## config.mk

```make
export PLATFORM = sky130hd
export DESIGN_NAME = spi_word_slave
export DESIGN_NICKNAME = d
export VERILOG_FILES = /design/src/rtl/sws_pkg.sv /design/src/rtl/sws_sync.sv /design/src/rtl/sws_edge.sv /design/src/rtl/sws_shift.sv /design/src/rtl/spi_word_slave.sv
export SDC_FILE = /design/constraint.sdc
export NUM_CORES = 1
export LEC_CHECK = 0
export BUFFER_PORTS_ARGS = -buffer_cell sky130_fd_sc_hd__buf_2
export CORE_MARGIN = 4
export CORE_UTILIZATION = 51
export CTS_CLUSTER_DIAMETER = 150
export DETAILED_ROUTE_END_ITERATION = 8
export GPL_TIMING_DRIVEN = 0
export PLACE_DENSITY = 0.75
export SLEW_MARGIN = 20
export SYNTH_ARGS = -nofsm -noshare
export SYNTH_HDL_FRONTEND = slang
export SYNTH_SLANG_ARGS = --single-unit
```

## constraint.sdc

```tcl
create_clock -name clk -period 1.8 [get_ports clk]
set_clock_uncertainty 0.1 [all_clocks]
set_input_delay 0.45 -clock clk [delete_from_list [all_inputs] [get_ports clk]]
set_output_delay 0.45 -clock clk [all_outputs]
set_load 0.05 [all_outputs]
```

## src/rtl/sws_pkg.sv

```systemverilog
package sws_pkg;
  typedef struct packed {
    logic samp;  // edge on which the slave captures mosi
    logic drv;   // edge on which the slave advances miso
  } sws_edges_t;
endpackage

```

## src/rtl/sws_sync.sv

```systemverilog
module sws_sync #(
  parameter int           W       = 3,
  parameter int           STAGES  = 2,
  parameter logic [W-1:0] RST_VAL = '0
) (
  input  logic         clk,
  input  logic         rst_n,
  input  logic [W-1:0] d,
  output logic [W-1:0] q
);
  logic [W-1:0] chain [STAGES];

  for (genvar g = 0; g < STAGES; g++) begin : g_stage
    always_ff @(posedge clk or negedge rst_n) begin
      if (!rst_n)      chain[g] <= RST_VAL;
      else if (g == 0) chain[g] <= d;
      else             chain[g] <= chain[(g == 0) ? 0 : g-1];
    end
  end

  assign q = chain[STAGES-1];
endmodule

```

## src/rtl/sws_edge.sv

```systemverilog
module sws_edge
  import sws_pkg::*;
(
  input  logic       clk,
  input  logic       rst_n,
  input  logic       sck_s,
  input  logic       cpol,
  input  logic       cpha,
  output sws_edges_t ev
);
  logic sck_q;
  logic lvl, lvl_q, lead, trail;

  always_ff @(posedge clk or negedge rst_n) begin
    if (!rst_n) sck_q <= 1'b0;
    else        sck_q <= sck_s;
  end

  // Level relative to idle: a rise is the leading edge in every mode.
  assign lvl   = sck_s ^ cpol;
  assign lvl_q = sck_q ^ cpol;
  assign lead  = lvl & ~lvl_q;
  assign trail = ~lvl & lvl_q;

  assign ev.samp = cpha ? trail : lead;
  assign ev.drv  = cpha ? lead  : trail;
endmodule

```

## src/rtl/sws_shift.sv

```systemverilog
module sws_shift
  import sws_pkg::*;
#(
  parameter int WORD_W = 24
) (
  input  logic              clk,
  input  logic              rst_n,
  input  logic              cpha,
  input  logic              ss_act,
  input  logic              mosi_s,
  input  sws_edges_t        ev,
  input  logic [WORD_W-1:0] tx_hold,
  input  logic              tx_full,
  output logic              load,
  output logic              first_samp,
  output logic              word_done,
  output logic [WORD_W-1:0] rx_word,
  output logic              loaded,
  output logic              tx_msb,
  output logic              idle
);
  localparam int              CNT_W = $clog2(WORD_W);
  localparam logic [CNT_W-1:0] LAST = CNT_W'(WORD_W - 1);

  logic [CNT_W-1:0]  bit_cnt;
  logic [WORD_W-1:0] rx_sh, tx_sh;
  logic              wait_ss, samp, shift;

  // Phase 0 loads as soon as select is seen; phase 1 loads on the first leading edge.
  assign load       = ss_act && !loaded && (cpha ? ev.drv : !wait_ss);
  assign shift      = ss_act && loaded && ev.drv;
  assign samp       = ss_act && ev.samp;
  assign first_samp = samp && (bit_cnt == '0);
  assign word_done  = samp && (bit_cnt == LAST);
  assign rx_word    = {rx_sh[WORD_W-2:0], mosi_s};
  assign tx_msb     = tx_sh[WORD_W-1];
  assign idle       = (bit_cnt == '0);

  always_ff @(posedge clk or negedge rst_n) begin
    if (!rst_n) begin
      bit_cnt <= '0;
      rx_sh   <= '0;
      tx_sh   <= '0;
      loaded  <= 1'b0;
      wait_ss <= 1'b0;
    end else if (!ss_act) begin
      bit_cnt <= '0;
      loaded  <= 1'b0;
      wait_ss <= 1'b0;
    end else begin
      if (samp) begin
        rx_sh   <= rx_word;
        bit_cnt <= word_done ? '0 : bit_cnt + CNT_W'(1);
      end
      if (load) begin
        tx_sh  <= tx_full ? tx_hold : '0;
        loaded <= 1'b1;
      end else if (shift) begin
        tx_sh <= {tx_sh[WORD_W-2:0], 1'b0};
      end
      if (word_done) begin
        loaded  <= 1'b0;
        wait_ss <= !cpha;
      end
    end
  end

  a_r2_count_in_range: assert property (@(posedge clk) disable iff (!rst_n)
    bit_cnt <= LAST);

  // after a phase-0 word, no new load until select is released
  a_r4_no_reload_without_gap: assert property (@(posedge clk) disable iff (!rst_n)
    (wait_ss && ss_act) |=> !loaded);
endmodule

```

## src/rtl/spi_word_slave.sv

```systemverilog
module spi_word_slave
  import sws_pkg::*;
#(
  parameter int WORD_W      = 24,
  parameter int SYNC_STAGES = 2
) (
  input  logic              clk,
  input  logic              rst_n,
  input  logic              cfg_cpol,
  input  logic              cfg_cpha,
  input  logic              sck,
  input  logic              mosi,
  input  logic              ss_n,
  output logic              miso,
  output logic              miso_oe,
  output logic              hreq_n,
  input  logic [WORD_W-1:0] tx_data,
  input  logic              tx_valid,
  output logic              tx_ready,
  output logic [WORD_W-1:0] rx_data,
  output logic              rx_valid,
  input  logic              rx_ready,
  output logic              overrun,
  output logic              underrun
);
  logic [2:0]        sync_q;
  logic              ss_s, sck_s, mosi_s, ss_act;
  sws_edges_t        ev;
  logic              load, first_samp, word_done, loaded, tx_msb, idle;
  logic [WORD_W-1:0] rx_word, tx_hold;
  logic              tx_full, rx_full, push, pop;

  sws_sync #(.W(3), .STAGES(SYNC_STAGES), .RST_VAL(3'b100)) u_sync (
    .clk(clk), .rst_n(rst_n), .d({ss_n, sck, mosi}), .q(sync_q));

  assign {ss_s, sck_s, mosi_s} = sync_q;
  assign ss_act = !ss_s;

  sws_edge u_edge (
    .clk(clk), .rst_n(rst_n), .sck_s(sck_s), .cpol(cfg_cpol), .cpha(cfg_cpha), .ev(ev));

  sws_shift #(.WORD_W(WORD_W)) u_shift (
    .clk(clk), .rst_n(rst_n), .cpha(cfg_cpha), .ss_act(ss_act), .mosi_s(mosi_s),
    .ev(ev), .tx_hold(tx_hold), .tx_full(tx_full), .load(load),
    .first_samp(first_samp), .word_done(word_done), .rx_word(rx_word),
    .loaded(loaded), .tx_msb(tx_msb), .idle(idle));

  // Before the load, the first bit comes straight from the holding register.
  assign miso     = loaded ? tx_msb : (tx_full & tx_hold[WORD_W-1]);
  assign miso_oe  = !ss_n;
  assign tx_ready = !tx_full;
  assign rx_valid = rx_full;
  assign push     = tx_valid && !tx_full;
  assign pop      = rx_full && rx_ready;

  always_ff @(posedge clk or negedge rst_n) begin
    if (!rst_n) begin
      tx_full  <= 1'b0;
      tx_hold  <= '0;
      underrun <= 1'b0;
    end else begin
      if (load) begin
        tx_full <= 1'b0;
        if (!tx_full) underrun <= 1'b1;
      end
      if (push) begin
        tx_full <= 1'b1;
        tx_hold <= tx_data;
      end
    end
  end

  always_ff @(posedge clk or negedge rst_n) begin
    if (!rst_n) begin
      rx_full <= 1'b0;
      rx_data <= '0;
      overrun <= 1'b0;
    end else begin
      if (word_done && (!rx_full || pop)) begin
        rx_full <= 1'b1;
        rx_data <= rx_word;
      end else if (pop) begin
        rx_full <= 1'b0;
      end
      if (word_done && rx_full && !pop) overrun <= 1'b1;
    end
  end

  always_ff @(posedge clk or negedge rst_n) begin
    if (!rst_n)                 hreq_n <= 1'b0;
    else if (first_samp)        hreq_n <= 1'b1;
    else if (idle && !rx_full)  hreq_n <= 1'b0;
  end

  a_r6_busy_after_first_bit: assert property (@(posedge clk) disable iff (!rst_n)
    first_samp |=> hreq_n);

  a_r6_busy_while_full: assert property (@(posedge clk) disable iff (!rst_n)
    rx_valid |-> hreq_n);

  a_r7_rx_held: assert property (@(posedge clk) disable iff (!rst_n)
    (rx_valid && !rx_ready) |=> (rx_valid && $stable(rx_data)));

  a_r8_overrun_sticky: assert property (@(posedge clk) disable iff (!rst_n)
    overrun |=> overrun);

  a_r8_old_word_kept: assert property (@(posedge clk) disable iff (!rst_n)
    (word_done && rx_valid && !rx_ready) |=> ($stable(rx_data) && overrun));

  a_r9_underrun_sticky: assert property (@(posedge clk) disable iff (!rst_n)
    underrun |=> underrun);

  a_r9_tx_kept_until_load: assert property (@(posedge clk) disable iff (!rst_n)
    (!tx_ready && !load) |=> !tx_ready);
endmodule

```

==> results_dict.tcl, run 1 <==
set metrics [dict create \
    status "finished with violations" \
    violations "negative setup slack" \
    crit_family "simple AND/OR/NAND/NOR gates" \
    finalWorstSetupSlack_ns -0.1810 \
    drive_gt1_share_pct 58.55 \
    synth-async-reset-ratio_pct 100.0 \
    core-area_sq_um 8763 \
    slowest_delay_ns 0.36 \
    start_util_pct 52.90 \
    p_comb_share_pct 18.1 \
    tightest_slew_ns 0.7114 \
    synth_cell_type_count 36 \
    pwr-share-clk_pct 38.8 \
    syn-cell-area_sq_um 4636 \
    avgSynthCellArea_sq_um 13.88 \
    hold_path.class "in -> reg" \
    rows 34 \
    finalWirelength_microns 10960 \
    die_x_microns 103.3 \
    leakage_nw 3.200 \
    yosysMostFrequentCell "dfrtp_1" \
    num_vias 3220 \
    p_per_area_nw_per_um2 1280 \
    grt_overflow 0 \
    sw_frac_of_total_pct 28.36 \
    grt_max_degree 70 \
    syn-num-nets 369 \
    maxCapViolations 0 \
    arrival_ns 2.28 \
    synth-main-ff-cell "dfrtp_1" \
    power.internal_mw 6.056 \
    path_clk_slew_ns 0.06 \
    netlist_instances 334 \
    synthTopCellsByCount "112 x dfrtp_1, 70 x mux2_2, 30 x o21ai_0, 25 x nand3_1, 23 x mux2i_1" \
    io_pins 64 \
    die-area_sq_um 10680 \
    finalCriticalPeriod_ns 1.981 \
    cpMaxStageDelayCell "dfrtp_1" \
    cts_tree "built" \
    yosys.area.top_type "dfrtp_1" \
    crit_path_max_fanout 6 \
    ys_ff_latch 114 \
    rsz0062_at_grt "true" \
    drtIter0Drc 109 \
    peakVddDrop_mv 0.8865 \
    drc 0 \
    wl_per_cell_microns 19.02 \
    synth_top_area_share_pct 60.46 \
    dp_hpwl_microns 5823 \
    num_antenna_cells 0 \
    routed_via_density 5.590 \
    hold_violations 0 \
    ys_seq_area_share_pct 61.59 \
    synth_edf_count 0 \
    routabilityCongestion 0.7792 \
    clock_path_buffers 2 \
    dpl.cell_count 506 \
    port_buffers 63 \
    p_switching_mw 2.398 \
    cts-buffers-inserted 17 \
    min_period_over_period_pct 110.1 \
    antenna_found_initial 0 \
    cp.required_ns 2.10 \
    seq_power_share_pct 43.1 \
    die_h_microns 103.3 \
    ys_top_cells_by_area "dfrtp_1 60%, mux2_2 17%, mux2i_1 5.0%, o21ai_0 3.2%, nand3_1 2.7%" \
    clock-sinks 114 \
    fmax_ghz 0.5048 \
    cts_root_buf "clkbuf_8" \
    worst-setup-path-type "reg -> reg" \
    ctsHtreeMaxLevel 4 \
    setup_viol_count_final 73 \
    layout.nets 490 \
    clkLatencyLatePin_ns 0.52 \
    cp-start-kind "flip-flop" \
    place_worst_setup_slack_ns -0.5553 \
    slew_viol_final 0 \
    relSlewSlack_pct 52.57 \
    grt_pass1_vias 3420 \
    antenna_left 0 \
    syn2layout_area_growth_pct 42.43 \
    dr.pass1.iters 4 \
    reg2reg_slack_ns -0.18 \
    grt_pass1_wl_microns 16660 \
    grt_usage_pct 20.66 \
    endpoint_kind "flip-flop" \
    yosysWarnings 0 \
    critical_path.cell_chain "ha_2 -> and3_4 -> nand2b_4 -> nor4_4 -> buf_6 -> clkbuf_16 -> mux2_4" \
    final_cells 576 \
    crit_buf_inv 2 \
]
## registers in the layout, summed over array words and instances, names as in the netlist, 3 cells and up
signal	flops
rx_data	24
u_sync.chain	3
u_sync.q	3
u_shift.rx_sh	23
u_shift.tx_sh	24
tx_hold	24
u_shift.bit_cnt	5
## worst reg2reg max path: cells and delay by family, from the launching register on
family,cells,cell delay (ns)
and+or+nand+nor,3,0.56
buffers and inverters,2,0.37
adders and majority gates,1,0.19
DFF,1,0.36
muxes,1,0.30
## routing by layer
metal	wire length (microns)	track usage (%)
met1	4678	26.07
met2	5531	32.79
met3	616	8.182
met4	128	6.673
met5	0	0
## area by class of cell
class	count	area, sq um
multi-input combinational	196	2037
clock buffer	21	459.2
sequential	114	2858
fill	506	2161
buffer	18	181.4
inverter	5	18.77
timing repair buffer	103	785.8
clock inverter	11	127.6
tap	108	135.1
## metrics by stage
stage / setup TNS [ns] / instance area (sq um) / utilization (%) / power (mW) / hold WS, ns
after CTS: -3.248 / 6279 / 71.64 / 8.225 / 0.05352
after detailed placement: -37.79 / 5152 / 58.79 / 4.689 / 0.2475
after global placement: -159.35 / 5119 / 58.41 / 4.605 / 0.2326
final: -8.170 / 6603 / 75.34 / 8.454 / 0.06495
after global routing: -13.19 / 6603 / 75.34 / 8.816 / 0.05029
after floorplan: -4.929 / 4668 / - / 4.298 / 0.05441
## kinds of logic after synthesis
family	Yosys count	share of synthesized area, %
flops	114	61.59
mux	96	22.81
simple gates	56	7.234
compound gates	41	4.912
buf+inv	24	2.564
fa+ha+maj	2	0.5397
xor+xnor	1	0.3510
## power by group through the flow
stage	clock, mW	sequential (mW)	combinational (mW)
6_report	3.28	3.64	1.53
5_1_grt	3.43	3.71	1.67
4_1_cts	3.30	3.57	1.36
3_5_place_dp	0	3.56	1.13
3_3_place_gp	0	3.54	1.07
2_1_floorplan	0	3.44	0.858
## repair_timing
| action | 4_1_cts | 5_1_grt |
|---|---|---|
| hold endpoints to repair | 46 | 0 |
| setup endpoints to repair | 94 | 97 |
| buffers inserted | 19 | 9 |
| resized for setup | 100 | 59 |
| pin swaps | 9 | 7 |
| hold buffers | 4 | 0 |
| gates cloned | 5 | 2 |
## worst paths after layout
kind,cells after the start,to,start
worst min register to register,0,u_sync.q[2],u_sync.chain[5]
max in group asynchronous,3,tx_full,rst_n
worst max register to register,7,rx_data[5],u_shift.bit_cnt[1]
worst min-delay path,2,tx_hold[18],tx_data[18]
min in group asynchronous,2,u_shift.bit_cnt[2],rst_n
worst max-delay path,7,rx_data[5],u_shift.bit_cnt[1]
## placed cells by master, fill, tap and decap left out, drive strengths merged, types with 3 or more instances in the layout
master and instances:
o21ai 30, a21oi 5, clkbuf 31, inv 7, clkinv 4, nor2b 5, nand2 5, nand3 25
mux2 71, buf 107, mux2i 25, dlygate4sd3 4, dfrtp 112, clkinvlp 3, nor2 3
Note: power is estimated with default switching activity, not from simulation.
==> run 2: changes to the inputs <==
Settings changed: CORE_UTILIZATION 51 to 53, CTS_BUF_LIST set to sky130_fd_sc_hd__clkbuf_4, PLACE_DENSITY 0.75 to 0.77.
==> results_dict.tcl, run 2 (synthesis gave the netlist of run 1 again) <==
set metrics [dict create \
    routed_via_density 5.464 \
    power.internal_mw 4.686 \
    leakage_nw 3.044 \
    ctsHtreeMaxLevel 4 \
    grt_pass1_wl_microns 15680 \
    pwr-share-clk_pct 26.7 \
    path_clk_slew_ns 0.11 \
    cpMostUsedCell "buf_6" \
    postLayoutCellArea_sq_um 6260 \
    tns_ns -7.111 \
    finalCriticalPeriod_ns 1.988 \
    start_util_pct 55.31 \
    relSlewSlack_pct 52.58 \
    die_x_microns 101.5 \
    hold_violations 0 \
    worst-setup-path-type "reg -> reg" \
    crit_family "buffers and inverters" \
    cts-buffers-inserted 17 \
    tightest_slew_ns 0.7114 \
    grt_pass1_vias 3255 \
    peakVddDrop_mv 0.6591 \
    p_comb_share_pct 21.3 \
    die_h_microns 101.5 \
    drtIter0Drc 87 \
    slew_viol_final 0 \
    nFillCells 524 \
    p_switching_mw 2.237 \
    status "finished with violations" \
    clock_path_buffers 2 \
    grt_max_degree 70 \
    cts_tree "built" \
    clock-sinks 114 \
    fmax_ghz 0.5031 \
    port_buffers 63 \
    hold_path.class "in -> reg" \
    cpMaxStageDelayCell "dfrtp_2" \
    crit_path_max_fanout 6 \
    setup_viol_count_final 52 \
    finalWirelength_microns 10140 \
    violations "negative setup slack" \
    routabilityCongestion 0.8158 \
    core-area_sq_um 8382 \
    clkLatencyLatePin_ns 0.52 \
    maxCapViolations 0 \
    arrival_ns 2.33 \
    seq_power_share_pct 52.0 \
    slowest_delay_ns 0.45 \
    critical_path.cell_chain "buf_6 -> or3b_4 -> a311oi_4 -> buf_6 -> clkbuf_16 -> nand3_2 -> o21ai_1" \
    layout.nets 485 \
    rows 33 \
    place_area_sq_um 5149 \
    antenna_found_initial 2 \
    syn2layout_area_growth_pct 35.03 \
    place_worst_setup_slack_ns -0.5488 \
    timing.hold.ws_ns 0.05894 \
    finalWorstSetupSlack_ns -0.1877 \
    cp-start-kind "flip-flop" \
    rsz0062_at_grt "true" \
    dp_hpwl_microns 5704 \
    sw_frac_of_total_pct 32.31 \
    grt_overflow 0 \
    endpoint_kind "flip-flop" \
    cp.required_ns 2.14 \
    drc 0 \
    wl_per_cell_microns 17.81 \
    min_period_over_period_pct 110.4 \
    antenna_left 0 \
    layout_common_cells "108 x dfrtp_1, 58 x buf_2, 47 x mux2_2, 24 x clkbuf_4, 24 x mux2_4" \
    die-area_sq_um 10310 \
    crit_buf_inv 3 \
    top_regs "rx_data: 24 flops, tx_hold: 24 flops, u_shift.tx_sh: 24 flops" \
    cts_root_buf "clkbuf_4" \
    drive_gt1_share_pct 60.48 \
    dr.pass1.iters 4 \
    num_vias 3109 \
    final_common_cell "dfrtp_1" \
    final_util_pct 74.68 \
    io_pins 64 \
    p_per_area_nw_per_um2 1106 \
    grt_usage_pct 19.90 \
]
-- run 2: cell types whose count changed in the layout (fill, tap and decap cells not counted), sizes merged --
cell and delta:
inv +5, diode +1, bufinv -1, clkinvlp -1, clkbuf +2, buf -10
-- run 2: worst paths after layout --
kind	startpoint	endpoint	slack, ns	depth (start not counted)
setup / recovery	u_sync.q[1]	u_shift.tx_sh[9]	-0.19	7
hold / removal	tx_data[21]	tx_hold[21]	0.06	2
setup reg to reg	u_sync.q[1]	u_shift.tx_sh[9]	-0.19	7
hold reg to reg	u_sync.chain[3]	u_sync.q[0]	0.27	0
max in group asynchronous	rst_n	u_sync.q[2]	0.58	3
min in group asynchronous	rst_n	tx_hold[7]	0.32	2
-- run 2: repair_timing --
item	CTS	global route
pin swaps	10	10
hold buffers	4	0
gates resized for setup	107	55
hold endpoints to repair	48	0
buffers inserted	15	8
cloned	7	1
endpoints found under the setup margin	94	101
-- run 2: routing by layer --
metal	track usage [%]	routed length (microns)
met5	0	11
met4	6.851	165
met3	7.369	535
met2	32.80	5260
met1	24.23	4162
-- run 2: through the flow --
step,power [mW],cells
6_report,6.923,569
5_1_grt,7.294,569
4_1_cts,6.817,560
3_5_place_dp,4.694,503
3_3_place_gp,4.610,502
2_1_floorplan,4.298,334
-- run 2: area by class of cell --
cell class / count / area (sq um) / area share [%]
well taps: 105 / 131.4 / 2.099
flip-flops and latches: 114 / 2860 / 45.69
inverters: 5 / 21.27 / 0.3398
repair buffers: 98 / 738.2 / 11.79
diodes: 1 / 2.502 / 0.03998
clock inverters: 14 / 143.9 / 2.299
clock buffers: 18 / 135.1 / 2.159
multi-input cells: 196 / 2048 / 32.72
plain buffers: 18 / 178.9 / 2.858
-- run 2: power by group through the flow --
stage | Sequential (mW) | Combinational, mW | Clock (mW)
after global placement | 3.54 | 1.07 | 0
after detailed placement | 3.57 | 1.13 | 0
final | 3.60 | 1.48 | 1.85
after CTS | 3.57 | 1.35 | 1.89
after floorplan | 3.44 | 0.858 | 0
after global routing | 3.67 | 1.61 | 2.01
